File: config.mk
export PLATFORM = sky130hd
export DESIGN_NAME = peak_slicer
export DESIGN_NICKNAME = d
export VERILOG_FILES = /design/src/rtl/peak_slicer_pkg.sv /design/src/rtl/lvl_mode_ctrl.sv /design/src/rtl/lvl_tracker.sv /design/src/rtl/lvl_slicer.sv /design/src/rtl/peak_slicer.sv
export SDC_FILE = /design/constraint.sdc
export NUM_CORES = 1
export LEC_CHECK = 0
export BUFFER_PORTS_ARGS = -buffer_cell sky130_fd_sc_hd__buf_2
export CORE_MARGIN = 4
export CORE_UTILIZATION = 48
export CTS_BUF_LIST = sky130_fd_sc_hd__clkbuf_16
export CTS_CLUSTER_SIZE = 10
export DETAILED_ROUTE_END_ITERATION = 10
export GPL_TIMING_DRIVEN = 0
export PLACE_DENSITY = 0.66
export SYNTH_ARGS = -nofsm -noshare
export SYNTH_HDL_FRONTEND = slang
export SYNTH_HIERARCHICAL = 1
export SYNTH_SLANG_ARGS = --single-unit
File: constraint.sdc
create_clock -name clk -period 7 [get_ports clk]
set_clock_uncertainty 0.2 [all_clocks]
set_input_delay 1.4 -clock clk [delete_from_list [all_inputs] [get_ports clk]]
set_output_delay 1.4 -clock clk [all_outputs]
set_load 0.01 [all_outputs]
File: src/rtl/peak_slicer_pkg.sv
package peak_slicer_pkg;

    typedef enum logic [1:0] {
        M_CLAMP = 2'd0,
        M_FAST  = 2'd1,
        M_AVG   = 2'd2,
        M_HOLD  = 2'd3
    } lvl_mode_e;

    // first-order step of cur toward tgt, rate set by a right shift
    function automatic int step_toward(input int cur, input int tgt, input int sh);
        return cur + ((tgt - cur) >>> sh);
    endfunction

    // slow decay of cur toward zero
    function automatic int leak_zero(input int cur, input int sh);
        return cur - (cur >>> sh);
    endfunction

endpackage

File: src/rtl/lvl_mode_ctrl.sv
module lvl_mode_ctrl
    import peak_slicer_pkg::*;
(
    input  logic      clk,
    input  logic      rst,
    input  logic      stb,
    input  logic      acq,
    input  logic      freeze_n,
    output lvl_mode_e mode
);
    logic acq_seen;

    always_ff @(posedge clk) begin
        if (rst)      acq_seen <= 1'b0;
        else if (stb) acq_seen <= acq;
    end

    always_comb begin
        if (acq)           mode = acq_seen ? M_FAST : M_CLAMP;
        else if (freeze_n) mode = M_AVG;
        else               mode = M_HOLD;
    end
endmodule

File: src/rtl/lvl_tracker.sv
module lvl_tracker
    import peak_slicer_pkg::*;
#(
    parameter int W       = 16,
    parameter bit IS_UP   = 1'b1,
    parameter int CLAMP_SH = 1,
    parameter int FAST_SH = 1,
    parameter int AVG_SH  = 4,
    parameter int LEAK_SH = 11
) (
    input  logic                clk,
    input  logic                rst,
    input  logic                stb,
    input  lvl_mode_e           mode,
    input  logic signed [W-1:0] smp,
    input  logic signed [W-1:0] thr,
    output logic signed [W-1:0] lvl
);
    logic signed [W-1:0] nxt;
    logic                past_peak;
    logic                past_thr;
    int                  cur_i;
    int                  smp_i;

    assign cur_i     = int'(lvl);
    assign smp_i     = int'(smp);
    assign past_peak = IS_UP ? (smp > lvl) : (smp < lvl);
    assign past_thr  = IS_UP ? (smp > thr) : (smp < thr);

    always_comb begin
        unique case (mode)
            M_CLAMP: nxt = W'(step_toward(cur_i, smp_i >>> 1, CLAMP_SH));
            M_FAST:  nxt = past_peak ? W'(step_toward(cur_i, smp_i, FAST_SH)) : lvl;
            M_AVG:   nxt = past_thr  ? W'(step_toward(cur_i, smp_i, AVG_SH))  : lvl;
            default: nxt = W'(leak_zero(cur_i, LEAK_SH));
        endcase
    end

    always_ff @(posedge clk) begin
        if (rst)      lvl <= '0;
        else if (stb) lvl <= nxt;
    end
endmodule

File: src/rtl/lvl_slicer.sv
module lvl_slicer #(
    parameter int W = 16
) (
    input  logic                clk,
    input  logic                rst,
    input  logic                stb,
    input  logic signed [W-1:0] up,
    input  logic signed [W-1:0] lo,
    input  logic signed [W-1:0] smp,
    output logic signed [W-1:0] thr,
    output logic                bit_q
);
    logic signed [W:0] sum;

    assign sum = {up[W-1], up} + {lo[W-1], lo};
    assign thr = sum[W:1];

    always_ff @(posedge clk) begin
        if (rst)      bit_q <= 1'b0;
        else if (stb) bit_q <= (smp > thr) ? 1'b0 : 1'b1;
    end
endmodule

File: src/rtl/peak_slicer.sv
module peak_slicer
    import peak_slicer_pkg::*;
#(
    parameter int SAMPLE_W = 16,
    parameter int CLAMP_SH = 1,
    parameter int FAST_SH  = 1,
    parameter int AVG_SH   = 4,
    parameter int LEAK_SH  = 11
) (
    input  logic                       clk,
    input  logic                       rst,
    input  logic                       smp_stb,
    input  logic signed [SAMPLE_W-1:0] smp_in,
    input  logic                       lvl_acq,
    input  logic                       freeze_n,
    output logic signed [SAMPLE_W-1:0] pk_up,
    output logic signed [SAMPLE_W-1:0] pk_lo,
    output logic signed [SAMPLE_W-1:0] thresh,
    output logic [1:0]                 mode,
    output logic                       bit_out
);
    localparam int NSIDE = 2;

    lvl_mode_e           cur_mode;
    logic signed [SAMPLE_W-1:0] lvl [NSIDE];

    lvl_mode_ctrl u_mode (
        .clk      (clk),
        .rst      (rst),
        .stb      (smp_stb),
        .acq      (lvl_acq),
        .freeze_n (freeze_n),
        .mode     (cur_mode)
    );

    for (genvar g = 0; g < NSIDE; g++) begin : g_side
        lvl_tracker #(
            .W        (SAMPLE_W),
            .IS_UP    (g == 0),
            .CLAMP_SH (CLAMP_SH),
            .FAST_SH  (FAST_SH),
            .AVG_SH   (AVG_SH),
            .LEAK_SH  (LEAK_SH)
        ) u_trk (
            .clk  (clk),
            .rst  (rst),
            .stb  (smp_stb),
            .mode (cur_mode),
            .smp  (smp_in),
            .thr  (thresh),
            .lvl  (lvl[g])
        );
    end

    lvl_slicer #(.W(SAMPLE_W)) u_slice (
        .clk   (clk),
        .rst   (rst),
        .stb   (smp_stb),
        .up    (lvl[0]),
        .lo    (lvl[1]),
        .smp   (smp_in),
        .thr   (thresh),
        .bit_q (bit_out)
    );

    assign pk_up = lvl[0];
    assign pk_lo = lvl[1];
    assign mode  = cur_mode;
endmodule

==> run summary <==
Outcome: finished, final reports clean
Cells after synthesis: 1121
Sink Count: 34
FILL cells: 1804
TritonCTS clock tree: built
Synth Flop Type: dfxtp_1
Worst-case clock buffer depth: 2
Slew of the pin with the lowest slew margin: 0.968 ns
Max Cap Violations: 0
Max transition margin: 34.6%
Static Leak: 4.43 nW
Clk slew on worst S/H paths: 0.06 ns
HP Start: u_mode/acq_seen$_SDFFE_PP0P_
Final Slew Violations: 0
Ports: 72
Final setup violation count: 0
GRT Total Usage: 24.5%
Initial antenna violation count: 1
Reg-to-Reg Start: g_side[0].u_trk/lvl[0]$_SDFFE_PP0P_
Post-Syn Area per Cell: 7.83 um2
Die Width: 143 um
Row cnt: 49
Post-CTS Repair Setup Buffers: 0
Yosys top cell by area: ha_1
Min Tclk post-route: 5.96 ns
Seq/Total Area, Yosys: 7.75%
Crit path from: smp_in[3]
Drt first pass iters: 5
Total global routing overflow: 0
Area Growth Syn to Fin: 8.78%
PortBufs: 71
Critical Path AT: 5.91 ns
Setup Crit Path Kind: in -> reg
Seq cells post-synth: 34
Mapped Nets: 1314
Vias per std cell: 6.00
Crit path capture type: register
Vias in the first global route: 7574
Root buffer selected by CTS: clkbuf_16
DIE HEIGHT: 143 um
CP Max Fanout: 7
CTS H-tree depth: 2
HP Class: reg -> reg
Global-route wire length before repair: 40200 um
Antenna-violating nets left: 0
CTS Hold Buffers Added: 0
WP data required: 6.96 ns
DR vias: 8557
Nets: 1392
Final Cycle Share: 85.1%
TritonCTS Buffers: 5
Most common cell after layout, fill and taps aside: ha_1
Worst setup SP type: primary input
Die area: 0.0205 mm2
Final TNS setup: 0 ns
Detailed Place HPWL: 21100 um
Worst VDD drop: 0.322 mV
Post-CTS Resized: 0
Highest Clock Rate: 168 MHz
Synth unique cells: 95
GPL Wtd Cong: 0.938
Final hold violations: 0
PD cells: 564 mW/mm2
Initial core utilization: 48.9%
Synth area leaders: ha_1 24%, dfxtp_1 7.8%, xnor2_1 5.9%
Post-DR wirelength/cell: 17.8 um
RSZ-0062 raised after global routing: false
Initial drt markers: 586
Mapped cell area: 0.00878 mm2
DRC Markers: 0
Share of cells above drive strength 1: 11.4%
Post-synth EDFFs: 0
Wirelength, routed: 25400 um
Synth warn: 6
Asr flop ratio synth: 0%
Synth top area share: 23.5%
Core Box Area: 0.0180 mm2
Antenna fix cells: 0
Total power: 0.00539 W
Clk_lat worst skew: 0.29 ns
Most frequent cells in the layout: 165 x ha_1, 110 x inv_1, 101 x a21oi_1
Largest net degree at the start of global routing: 12
## flip-flops by register name, summed over array words and instances, names as in the netlist
register,flops
g_side.u_trk/lvl,32
u_mode/acq_seen,1
u_slice/bit_q,1
## final cells by class
cell class	instances	area [um2]	share of cell area [%]
Buffer	26	141	1.48
Clock buffer	5	125	1.31
Clock inverter	1	3.75	0.0393
Inverter	111	417	4.36
Multi-Input combinational cell	950	7540	79.0
Sequential cell	34	681	7.13
Tap cell	229	287	3.00
Timing Repair Buffer	71	355	3.72
## cells in the mapped netlist, drive strengths merged (4+ instances only)
cell type,count
ha,165
inv,110
a21oi,105
nor2,92
nand2,68
xnor2,59
o21ai,50
a21o,39
dfxtp,34
mux2i,29
xor2,27
nand2b,23
nand3,23
nor3,23
a211oi,21
nor2b,21
mux4,17
o21a,15
clkbuf,14
nand4,13
buf,12
o21bai,11
a31oi,10
o211ai,10
o31ai,10
and3,8
fa,7
or2,7
a2111oi,6
a211o,6
a21boi,6
and2,6
or4,6
o41ai,5
or3,5
a221oi,4
a31o,4
o22ai,4
## critical path: stages
cell and delay (ns):
buf_2 0.16, ha_1 0.39, nand2_1 0.11, a21oi_1 0.21
o21ai_0 0.15, a21boi_0 0.19, o21ai_0 0.12, a21boi_0 0.25
nor2_1 0.11, mux4_2 0.49, ha_1 0.34, and3_1 0.20
a2111oi_2 0.47, o21ai_0 0.29, a21o_1 0.27, a31oi_1 0.22
a21oi_1 0.11, xor2_1 0.22, a21o_1 0.15, a21oi_1 0.05
## power breakdown
group	leakage (nW)	total (W)	switching (W)	internal, W
Sequential	0.280	0.000456	0.000178	0.000279
Clock	0.0632	0.000217	0.0000904	0.000127
Combinational	4.09	0.00471	0.00263	0.00208
## worst paths after layout
kind / to / slack (ns) / cells past startpoint
worst max-delay path: g_side[0].u_trk/lvl[15]$_SDFFE_PP0P_ / 1.04 / 20
worst min-delay path: u_mode/acq_seen$_SDFFE_PP0P_ / 0.30 / 2
worst max register to register: g_side[0].u_trk/lvl[0]$_SDFFE_PP0P_ / 1.07 / 21
worst min register to register: u_mode/acq_seen$_SDFFE_PP0P_ / 0.30 / 2
## layer usage
layer	vias to the layer above	wire (um)	share of wire (%)	global-route usage, %
met5	-	7	0.028	0
met4	2	248	0.97	4.71
met3	22	1880	7.4	4.39
met2	285	10500	41	36.4
met1	3973	12800	50	37.1
li1	4275	-	-	-
## cell families after synthesis
family	Yosys count	share of synthesized area (%)
compound gates	338	27.2
simple gates	307	17.2
fa+ha+maj	172	25.1
buf+inv	137	6.36
xor+xnor	86	8.58
mux	47	7.79
flops	34	7.75
## metrics by stage
stage | hold WS, ns | instance area (um2) | std cells | setup slack [ns] | utilization [%]
3_5_place_dp | 0.289 | 9420 | 1421 | 0.831 | 52.5
6_report | 0.305 | 9550 | 1427 | 1.04 | 53.2
5_1_grt | 0.347 | 9550 | 1427 | 0.718 | 53.2
4_1_cts | 0.304 | 9550 | 1427 | 1.10 | 53.2
2_1_floorplan | 0.261 | 8780 | 1121 | 1.44 | -
3_3_place_gp | 0.279 | 9420 | 1421 | 0.828 | 52.5
No activity file was read; power rests on OpenSTA's default activity.
